## src/rtl/sfrx_pkg.sv

```systemverilog
package sfrx_pkg;

  typedef enum logic [1:0] {
    END_NONE    = 2'd0,
    END_COUNT   = 2'd1,
    END_OVERRUN = 2'd2
  } sfrx_end_e;

  // Increment with wrap at a non-power-of-two depth.
  function automatic int unsigned wrap_inc(input int unsigned p, input int unsigned depth);
    return (p == depth - 1) ? 0 : p + 1;
  endfunction

endpackage

```

## src/rtl/sfrx_store.sv

```systemverilog
module sfrx_store #(
  parameter int DATA_W = 32,
  parameter int DEPTH  = 15,
  parameter int PTR_W  = 4
) (
  input  logic              clk,
  input  logic              rst_n,
  input  logic              push,
  input  logic [PTR_W-1:0]  wr_ptr,
  input  logic [DATA_W-1:0] wr_data,
  input  logic [PTR_W-1:0]  rd_ptr,
  output logic [DATA_W-1:0] rd_data,
  input  logic [PTR_W-1:0]  idx_sel,
  output logic [DATA_W-1:0] idx_data
);

  logic [DATA_W-1:0] slot_q [DEPTH];

  for (genvar g = 0; g < DEPTH; g++) begin : g_slot
    always_ff @(posedge clk) begin
      if (!rst_n) slot_q[g] <= '0;
      else if (push && (wr_ptr == PTR_W'(g))) slot_q[g] <= wr_data;
    end
  end

  always_comb begin
    rd_data  = '0;
    idx_data = '0;
    for (int i = 0; i < DEPTH; i++) begin
      if (rd_ptr  == PTR_W'(i)) rd_data  = slot_q[i];
      if (idx_sel == PTR_W'(i)) idx_data = slot_q[i];
    end
  end

endmodule

```

## src/rtl/sfrx_occupancy.sv

```systemverilog
module sfrx_occupancy #(
  parameter int DEPTH = 15,
  parameter int PTR_W = 4,
  parameter int CNT_W = 4
) (
  input  logic             clk,
  input  logic             rst_n,
  input  logic             push,
  input  logic             pop_req,
  output logic [PTR_W-1:0] wr_ptr,
  output logic [PTR_W-1:0] rd_ptr,
  output logic             full,
  output logic             not_empty
);

  logic [CNT_W-1:0] count_q;
  logic [PTR_W-1:0] wr_q, rd_q;
  logic             pop;

  assign not_empty = (count_q != '0);
  assign full      = (count_q == CNT_W'(DEPTH));
  assign pop       = pop_req && not_empty;
  assign wr_ptr    = wr_q;
  assign rd_ptr    = rd_q;

  always_ff @(posedge clk) begin
    if (!rst_n) begin
      wr_q    <= '0;
      rd_q    <= '0;
      count_q <= '0;
    end else begin
      if (push) wr_q <= PTR_W'(sfrx_pkg::wrap_inc(int'(wr_q), DEPTH));
      if (pop)  rd_q <= PTR_W'(sfrx_pkg::wrap_inc(int'(rd_q), DEPTH));
      case ({push, pop})
        2'b10:   count_q <= count_q + 1'b1;
        2'b01:   count_q <= count_q - 1'b1;
        default: count_q <= count_q;
      endcase
    end
  end

endmodule

```

## src/rtl/sfrx_xfer_ctl.sv

```systemverilog
module sfrx_xfer_ctl #(
  parameter int BYTES_W        = 16,
  parameter int BYTES_PER_WORD = 4
) (
  input  logic               clk,
  input  logic               rst_n,
  input  logic               start,
  input  logic [BYTES_W-1:0] bytes,
  input  logic               wr_valid,
  input  logic               full,
  input  logic               ovf_clr,
  output logic               busy,
  output logic               push,
  output logic               stop,
  output logic               ovf_flag
);

  logic [BYTES_W-1:0]  remain_q;
  logic                busy_q, stop_q, ovf_q;
  logic                take;
  sfrx_pkg::sfrx_end_e end_cause;

  assign take = wr_valid && busy_q;
  assign push = take && !full;

  always_comb begin
    end_cause = sfrx_pkg::END_NONE;
    if (take && full) end_cause = sfrx_pkg::END_OVERRUN;
    else if (push && (remain_q <= BYTES_W'(BYTES_PER_WORD))) end_cause = sfrx_pkg::END_COUNT;
  end

  always_ff @(posedge clk) begin
    if (!rst_n) begin
      remain_q <= '0;
      busy_q   <= 1'b0;
      stop_q   <= 1'b0;
      ovf_q    <= 1'b0;
    end else begin
      stop_q <= (end_cause != sfrx_pkg::END_NONE);
      if (!busy_q) begin
        if (start && (bytes != '0)) begin
          busy_q   <= 1'b1;
          remain_q <= bytes;
        end
      end else if (end_cause != sfrx_pkg::END_NONE) begin
        busy_q   <= 1'b0;
        remain_q <= '0;
      end else if (push) begin
        remain_q <= remain_q - BYTES_W'(BYTES_PER_WORD);
      end
      if (end_cause == sfrx_pkg::END_OVERRUN) ovf_q <= 1'b1;
      else if (ovf_clr)                       ovf_q <= 1'b0;
    end
  end

  assign busy     = busy_q;
  assign stop     = stop_q;
  assign ovf_flag = ovf_q;

endmodule

```

## src/rtl/sflash_rx_ring.sv

```systemverilog
module sflash_rx_ring #(
  parameter int DATA_W  = 32,
  parameter int DEPTH   = 15,
  parameter int BYTES_W = 16,
  localparam int PTR_W  = $clog2(DEPTH + 1),
  localparam int CNT_W  = $clog2(DEPTH + 1),
  localparam int BPW    = DATA_W / 8
) (
  input  logic               clk,
  input  logic               rst_n,
  input  logic               xfer_start,
  input  logic [BYTES_W-1:0] xfer_bytes,
  output logic               xfer_busy,
  output logic               eng_stop,
  input  logic               wr_valid,
  output logic               wr_ready,
  input  logic [DATA_W-1:0]  wr_data,
  output logic [DATA_W-1:0]  pop_data,
  input  logic               drain_wr,
  input  logic               dma_en,
  output logic               dma_req,
  input  logic               dma_ack,
  input  logic [PTR_W-1:0]   idx_sel,
  output logic [DATA_W-1:0]  idx_data,
  output logic               not_empty,
  output logic               overrun,
  input  logic               ovf_clr,
  input  logic               ie_ne,
  input  logic               ie_ovf,
  output logic               irq
);

  logic             push, full, advance;
  logic [PTR_W-1:0] wr_ptr, rd_ptr;

  // One advance source per mode; the other strobe is ignored.
  assign advance = dma_en ? dma_ack : drain_wr;

  sfrx_xfer_ctl #(.BYTES_W(BYTES_W), .BYTES_PER_WORD(BPW)) u_ctl (
    .clk(clk), .rst_n(rst_n), .start(xfer_start), .bytes(xfer_bytes),
    .wr_valid(wr_valid), .full(full), .ovf_clr(ovf_clr),
    .busy(xfer_busy), .push(push), .stop(eng_stop), .ovf_flag(overrun)
  );

  sfrx_occupancy #(.DEPTH(DEPTH), .PTR_W(PTR_W), .CNT_W(CNT_W)) u_occ (
    .clk(clk), .rst_n(rst_n), .push(push), .pop_req(advance),
    .wr_ptr(wr_ptr), .rd_ptr(rd_ptr), .full(full), .not_empty(not_empty)
  );

  sfrx_store #(.DATA_W(DATA_W), .DEPTH(DEPTH), .PTR_W(PTR_W)) u_store (
    .clk(clk), .rst_n(rst_n), .push(push), .wr_ptr(wr_ptr), .wr_data(wr_data),
    .rd_ptr(rd_ptr), .rd_data(pop_data), .idx_sel(idx_sel), .idx_data(idx_data)
  );

  assign wr_ready = xfer_busy;
  assign dma_req  = dma_en && not_empty;
  assign irq      = (not_empty && ie_ne) || (overrun && ie_ovf);

endmodule

```

## config.mk

```make
export PLATFORM = sky130hd
export DESIGN_NAME = sflash_rx_ring
export DESIGN_NICKNAME = d
export VERILOG_FILES = /design/src/rtl/sfrx_pkg.sv /design/src/rtl/sfrx_store.sv /design/src/rtl/sfrx_occupancy.sv /design/src/rtl/sfrx_xfer_ctl.sv /design/src/rtl/sflash_rx_ring.sv
export SDC_FILE = /design/constraint.sdc
export NUM_CORES = 1
export LEC_CHECK = 0
export BUFFER_PORTS_ARGS = -buffer_cell sky130_fd_sc_hd__buf_2
export CAP_MARGIN = 20
export CORE_MARGIN = 5
export CORE_UTILIZATION = 40
export CTS_CLUSTER_DIAMETER = 50
export CTS_CLUSTER_SIZE = 16
export DETAILED_ROUTE_END_ITERATION = 6
export GPL_TIMING_DRIVEN = 0
export SYNTH_ARGS = -nofsm -noshare
export SYNTH_HDL_FRONTEND = slang
export SYNTH_SLANG_ARGS = --single-unit
```

## constraint.sdc

```tcl
create_clock -name clk -period 9.4 [get_ports clk]
set_clock_uncertainty 0.15 [all_clocks]
set_input_delay 1.41 -clock clk [delete_from_list [all_inputs] [get_ports clk]]
set_output_delay 1.41 -clock clk [all_outputs]
set_load 0.02 [all_outputs]
```

==> metrics.yaml, run 1 <==
global_route:
  antenna_found_initial: 8
  grt_pass1_wl_um: 212000
  gr-usage-all-layers_pct: 40.0
  grt_max_degree: 24
  grt_pass1_vias: 25719
  gr-total-overflow: 0
critical_path:
  crit_slowest_cell: "nor2b_1"
  crit_path_end_kind: "output port"
  crit_arrival_ns: 5.15
  worst_setup_path_start_kind: "input port"
  crit_top_cell: "buf_2"
  worstSetupPathType: "input port to output port"
  path_cells: "buf_2 -> buf_4 -> nor2b_1 -> nand3_1 -> clkbuf_1 -> o22ai_1 -> a211oi_1 -> buf_2"
  critPathMaxStageDelay_ns: 0.99
  r2r_slack_ns: 5.84
  rr_startpoint: "u_occ.rd_ptr[1]"
  r2r_cells: 8
  reg2reg_to: "u_occ.rd_ptr[0]"
  crit_required_ns: 7.84
  cp_max_fo: 10
power_and_ir_drop:
  power_leakage_nw: 12.4
  power_density_mw_per_mm2: 216
  ir_drop_mv: 0.135
placement:
  io_buffer_count: 131
  dp_cells: 3742
  finalWeightedCongestion: 1.04
  dp_hpwl_um: 119000
sta:
  final-max-slew-violation-count: 0
  post-route-min-period_ns: 6.71
  fin_setup_tns_ns: 0
  fmax_mhz: 149
  finalCritPeriodShare_pct: 71.4
  worst_slew_pin_slew_ns: 1.29
  setup_viol: 0
  slew-limit-headroom_pct: 13.9
  rsz0062_at_grt: "no"
  hold_violations: 0
yosys:
  ys_warn_count: 0
  ys_seq_elements: 511
  synth_edf_count: 480
  synth_top_area_cell: "edfxtp_1"
  synth-seq-area-share_pct: 52.9
  ys_types: 85
  async_flop_share_pct: 0
  synth_area_per_cell_um2: 10.7
  synth_flop_cell: "edfxtp_1"
  synth_area_leaders: "edfxtp_1 51%, and2_1 11%, o21ai_0 3.2%, a21oi_1 3.0%, mux2i_1 2.3%"
  syn_inst: 2645
  syn_nets: 2713
  netlist.area_leader.share_pct: 50.7
  synth_area_mm2: 0.0284
clock_tree:
  root_buffer: "clkbuf_16"
  cts_resized: 0
  clk_pin_slew_ns: 0.06
  clock-sinks: 511
  cts_buffer_depth: 3
  cts_buffers: 73
  cts_setup_buffers: 0
  cts_tree: "built"
  cts_hold_buffers: 0
  cts_htree_levels: 3
  clk_latency_ns: 0.63
cells_and_area:
  area_delta_synth_final_pct: 17.9
  drive_gt1_share_pct: 17.9
  stdcell_count: 3884
  fill_cells: 6547
  fin_nets: 2949
  layout_common_cells: "486 x and2_1, 480 x edfxtp_1, 212 x buf_2, 173 x a21oi_1, 168 x o21ai_0"
  final_common_cell: "and2_1"
run_status:
  status: "complete, no violations"
detailed_routing:
  postRouteAntennaNets: 0
  wire_per_inst_um: 41.0
  wl_met2_um: 73300
  drt-initial-drc-count: 4107
  dr.pass1.iters: 7
  met3_length_um: 15600
  vias: 26110
  wirelength_um: 159000
  topRoutingLayerUsed: "met4"
  drc: 0
  via_per_inst: 6.72
  met1_length_um: 56700
min_path:
  hp-class: "flip-flop to flip-flop"
  min_path_cells: 2
  worstHoldEndpoint: "u_ctl.remain_q[9]"
  min_from: "u_ctl.remain_q[9]"
die:
  die_h_um: 277
  coreArea_mm2: 0.0703
  rows: 97
  fp.dieArea_mm2: 0.0765
  ios: 133
  dieWidth_um: 277
  start_util_pct: 40.5
flow_run:
  drv_cap: 0
==> where the power goes <==
group	leakage, nW	switching (mW)	internal (mW)
Sequential	5.21	0.0777	2.58
Clock	1.22	1.23	1.69
Combinational	5.92	1.22	0.445
Total	12.4	2.54	4.71
==> per-stage QoR <==
step	power (mW)	cell area (µm²)	setup slack, ns	hold slack [ns]	util, %
after CTS	7.16	33500	2.92	0.328	47.6
after global placement	4.26	30300	1.15	0.322	43.1
after global routing	7.34	33500	2.95	0.369	47.7
after floorplan	3.47	28400	4.14	0.295	-
after detailed placement	4.29	30900	2.92	0.316	44.0
final	7.25	33500	2.69	0.323	47.7
==> logic make-up after synthesis <==
logic type | after synthesis | share of synthesized area, %
xor gates and xnor gates | 4 | 0.123
muxes | 119 | 5.18
DFF | 511 | 52.9
and+or+nand+nor | 943 | 18.5
adders and majority gates | 6 | 0.290
buffers and inverters | 270 | 4.79
AOI/OAI and AO/OA | 792 | 18.2
==> registers in the layout, summed over array words and instances (netlist names) <==
signal / cells
u_store.slot_q: 480
u_ctl.remain_q: 16
u_occ.count_q: 4
u_occ.rd_ptr: 4
u_occ.wr_ptr: 4
u_ctl.busy: 1
u_ctl.ovf_flag: 1
u_ctl.stop: 1
==> per-layer routing <==
layer  global-route usage (%)  vias to the layer above
met4                     27.4                        0
met5                        0                        -
met3                     7.81                      461
li1                         -                    10420
met1                     48.2                    13183
met2                     65.1                     2046
==> synth_stat cells, types with 19 or more instances <==
library cell / count
a211oi_1: 25
a21oi_1: 173
a221oi_1: 33
a22oi_1: 59
and2_1: 486
buf_2: 81
buf_4: 20
buf_6: 20
clkbuf_1: 97
dfxtp_1: 31
edfxtp_1: 480
inv_1: 28
mux2_2: 35
mux2i_1: 65
mux4_2: 19
nand2_1: 141
nand2b_1: 38
nand3_1: 30
nor2_1: 148
nor3_1: 26
o211ai_1: 21
o21ai_0: 183
o221ai_1: 22
o22ai_1: 99
o32ai_1: 22
==> final cells by class <==
class,count,area (µm²),share of cell area [%]
Antenna cell,2,5.00,0.0149
Multi-Input combinational cell,1864,12200,36.4
Timing Repair Buffer,161,1190,3.55
Buffer,239,1250,3.72
Tap cell,940,1180,3.51
Inverter,31,116,0.347
Sequential cell,511,15000,44.9
Clock inverter,56,637,1.90
Clock buffer,80,1910,5.68
==> how the worst max path moves through the flow <==
| stage | to | slack, ns | start |
|---|---|---|---|
| 2_1_floorplan | u_store.slot_q[0][128] | 4.14 | wr_valid |
| 3_3_place_gp | u_store.slot_q[0][152] | 1.15 | wr_valid |
| 4_1_cts | idx_data[3] | 2.92 | idx_sel[1] |
| 5_1_grt | idx_data[26] | 2.95 | idx_sel[1] |
| 6_report | idx_data[26] | 2.69 | idx_sel[1] |
| 3_5_place_dp | idx_data[3] | 2.92 | idx_sel[1] |
==> worst max-delay path, delay by kind of cell <==
kind	cells	cell delay, ns
compound gates	2	0.44
buf+inv	4	1.41
simple gates	2	1.85
Note: power is estimated with default switching activity, not from simulation.
==> run 2: changes to the inputs <==
--- a/config.mk
+++ b/config.mk
@@ -5,6 +5,7 @@
 export SDC_FILE = /design/constraint.sdc
 export NUM_CORES = 1
 export LEC_CHECK = 0
+export ABC_AREA = 1
 export BUFFER_PORTS_ARGS = -buffer_cell sky130_fd_sc_hd__buf_2
 export CAP_MARGIN = 20
 export CORE_MARGIN = 5
==> constraint.sdc (replaced) <==
create_clock -name clk -period 6.05 [get_ports clk]
set_clock_uncertainty 0.15 [all_clocks]
set_input_delay 0.9075 -clock clk [delete_from_list [all_inputs] [get_ports clk]]
set_output_delay 0.9075 -clock clk [all_outputs]
set_load 0.02 [all_outputs]
==> metrics.yaml, run 2 <==
global_route:
  gr-usage-all-layers_pct: 25.2  # was 40.0%
  grt_pass1_vias: 22109  # was 25719
  antenna_found_initial: 1  # was 8
  grt_pass1_wl_um: 134000  # was 212000 µm
  grt_max_degree: 33  # was 24
  gr-total-overflow: 0  # unchanged
clock_tree:
  clk_latency_ns: 0.61  # was 0.63 ns
  cts_tree: "built"  # unchanged
  cts_buffer_depth: 3  # unchanged
  cts_buffers: 55  # was 73
  cts_htree_levels: 2  # was 3
  clk_pin_slew_ns: 0.06  # about the same
  cts_setup_buffers: 0  # unchanged
  cts_hold_buffers: 0  # unchanged
  cts_resized: 0  # unchanged
  clock-sinks: 511  # unchanged
  root_buffer: "clkbuf_16"  # unchanged
critical_path:
  crit_path_end_kind: "output port"  # unchanged
  r2r_cells: 7  # was 8
  crit_required_ns: 4.99  # was 7.84 ns
  worst_setup_path_start_kind: "flip-flop"  # was input port
  crit_arrival_ns: 3.30  # was 5.15 ns
  worstSetupPathType: "flip-flop to output port"  # was input port to output port
  cp_max_fo: 10  # unchanged
run_status:
  status: "complete, no violations"  # unchanged
yosys:
  ys_warn_count: 0  # unchanged
  synth_area_per_cell_um2: 8.38  # was 10.7 µm²
  synthTopCellsByCount: "779 x nor2_1, 768 x nand2_1, 480 x edfxtp_1"  # was 486 x and2_1, 480 x edfxtp_1, 183 x o21ai_0
  netlist.area_leader.share_pct: 54.9  # was 50.7%
  synth-seq-area-share_pct: 57.3  # was 52.9%
  synth_area_mm2: 0.0262  # was 0.0284 mm²
  synth_flop_cell: "edfxtp_1"  # unchanged
  synth_top_area_cell: "edfxtp_1"  # unchanged
  synth_area_leaders: "edfxtp_1 55%, nor2_1 11%, nand2_1 11%, nand3_1 4.4%, nand4_1 4.3%"  # was edfxtp_1 51%, and2_1 11%, o21ai_0 3.2%, a21oi_1 3.0%, mux2i_1 2.3%
  syn_nets: 3198  # was 2713
  ys_seq_elements: 511  # unchanged
  synth_edf_count: 480  # unchanged
  ys_types: 35  # was 85
  yosysMostFrequentCell: "nor2_1"  # was and2_1
  async_flop_share_pct: 0  # unchanged
  syn_inst: 3130  # was 2645
cells_and_area:
  layout_common_cells: "779 x nor2_1, 765 x nand2_1, 480 x edfxtp_1, 229 x nand3_1, 216 x inv_1"  # was 486 x and2_1, 480 x edfxtp_1, 212 x buf_2, 173 x a21oi_1, 168 x o21ai_0
  regMostFlops: "u_store.slot_q"  # unchanged
  final_core_util_pct: 46.8  # was 47.7%
  drive_gt1_share_pct: 10.2  # was 17.9%
  stdcell_count: 4236  # was 3884
  area_delta_synth_final_pct: 15.4  # was 17.9%
  final_common_cell: "nor2_1"  # was and2_1
  fill_cells: 6255  # was 6547
  top_regs: "u_store.slot_q: 480 flops, u_ctl.remain_q: 16 flops"  # unchanged
  fin_nets: 3402  # was 2949
  largest_reg_flops: 480  # unchanged
placement:
  dp_hpwl_um: 68700  # was 119000 µm
  finalWeightedCongestion: 0.927  # was 1.04
  dp_cells: 4132  # was 3742
  io_buffer_count: 132  # was 131
die:
  fp.dieArea_mm2: 0.0708  # was 0.0765 mm²
  ios: 133  # unchanged
  coreArea_mm2: 0.0647  # was 0.0703 mm²
  die_h_um: 266  # was 277 µm
  dieWidth_um: 266  # was 277 µm
  start_util_pct: 40.5  # about the same
  rows: 93  # was 97
detailed_routing:
  wirelength_um: 91800  # was 159000 µm
  wl_met2_um: 44300  # was 73300 µm
  drt-initial-drc-count: 2747  # was 4107
  dr.pass1.iters: 6  # was 7
  topRoutingLayerUsed: "met4"  # unchanged
  postRouteAntennaNets: 0  # unchanged
  drc: 0  # unchanged
  wire_per_inst_um: 21.7  # was 41.0 µm
  met1_length_um: 36200  # was 56700 µm
  vias: 23122  # was 26110
  met3_length_um: 7450  # was 15600 µm
  via_per_inst: 5.46  # was 6.72
power_and_ir_drop:
  pwr-share-seq_pct: 43.3  # was 36.6%
  ir_drop_mv: 0.268  # was 0.135 mV
  p_comb_share_pct: 19.3  # was 23.0%
  p_int_mw: 6.49  # was 4.71 mW
  p_clk_share_pct: 37.4  # was 40.3%
  switching_share_pct: 31.4  # was 35.0%
  power_density_mw_per_mm2: 313  # was 216 mW/mm²
  power_leakage_nw: 12.0  # was 12.4 nW
  switching_power_mw: 2.97  # was 2.54 mW
sta:
  hold_violations: 0  # unchanged
  finalCritPeriodShare_pct: 72.1
  post-route-min-period_ns: 4.36
  final-max-slew-violation-count: 0  # unchanged
  worst_slew_pin_slew_ns: 0.958  # was 1.29 ns
  setup_viol: 0  # unchanged
  slew-limit-headroom_pct: 35.9  # was 13.9%
  fin_hold_ws_ns: 0.313  # was 0.323 ns
  rsz0062_at_grt: "no"  # unchanged
  fmax_mhz: 229
min_path:
  min_path_cells: 2  # unchanged
  hp-class: "flip-flop to flip-flop"  # unchanged
flow_run:
  drv_cap: 0  # unchanged
[run 2: power by group through the flow]
| stage | Combinational [mW] | Clock [mW] | Sequential (mW) |
|---|---|---|---|
| 2_1_floorplan | 1.04 | 0 | 4.16 |
| 3_3_place_gp | 1.77 | 0 | 4.19 |
| 3_5_place_dp | 1.81 | 0 | 4.17 |
| 4_1_cts | 1.82 | 3.55 | 4.09 |
| 5_1_grt | 1.95 | 3.70 | 4.11 |
| 6_report | 1.82 | 3.54 | 4.10 |
[run 2: logic make-up (layout without fill, tap and decap cells)]
| logic type | after synthesis | after routing | share of synthesized area, % |
|---|---|---|---|
| buffers and inverters | 424 | 674 | 6.39 |
| AND/OR/NAND/NOR | 2017 | 2017 | 32.5 |
| adder cells (fa/ha/maj) | 6 | 6 | 0.315 |
| AO/OA/AOI/OAI | 159 | 159 | 3.08 |
| XOR/XNOR | 13 | 13 | 0.434 |
| flip-flops | 511 | 511 | 57.3 |
| other | 0 | 1 | 0 |
[run 2: area by class of cell]
cell class,count,area (µm²),share of cell area [%]
clock buffer,66,1490,4.93
sequential,511,15000,49.7
buffer,187,786,2.60
antenna,1,2.50,0.00826
tap,855,1070,3.53
clock inverter,37,369,1.22
inverter,237,890,2.94
multi-input combinational,2195,9650,31.9
timing repair buffer,147,983,3.25
[run 2: layer usage]
layer | global-route usage [%] | vias up
met3 | 3.16 | 201
met1 | 33.2 | 11062
met4 | 10.3 | 0
met5 | 0 | -
li1 | - | 10768
met2 | 42.3 | 1091
[run 2: worst paths after layout]
path	from	endpoint	slack (ns)
max	u_occ.rd_ptr[0]	pop_data[17]	1.69
min	u_ctl.remain_q[0]	u_ctl.remain_q[0]	0.31
max reg2reg	u_ctl.busy	u_store.slot_q[0][85]	3.06
min reg2reg	u_ctl.remain_q[0]	u_ctl.remain_q[0]	0.31
[run 2: per-stage QoR]
step	total power, mW	TNS (ns)	worst slack, ns	cell area (µm²)
3_5_place_dp	5.98	0	1.76	28400
6_report	9.46	0	1.69	30300
5_1_grt	9.77	0	1.50	30300
4_1_cts	9.46	0	1.75	30300
3_3_place_gp	5.96	-183.37	-1.20	28000
2_1_floorplan	5.20	0	1.47	26200
[run 2: critical path, stage by stage, from the launching register on]
cell	delay, ns
dfxtp_1	0.37
nor2_1	0.50
nand2_1	0.49
inv_1	0.17
clkbuf_1	0.52
nand2_1	0.10
nand4_1	0.16
nor2_1	0.07
nand4_1	0.10
buf_2	0.18
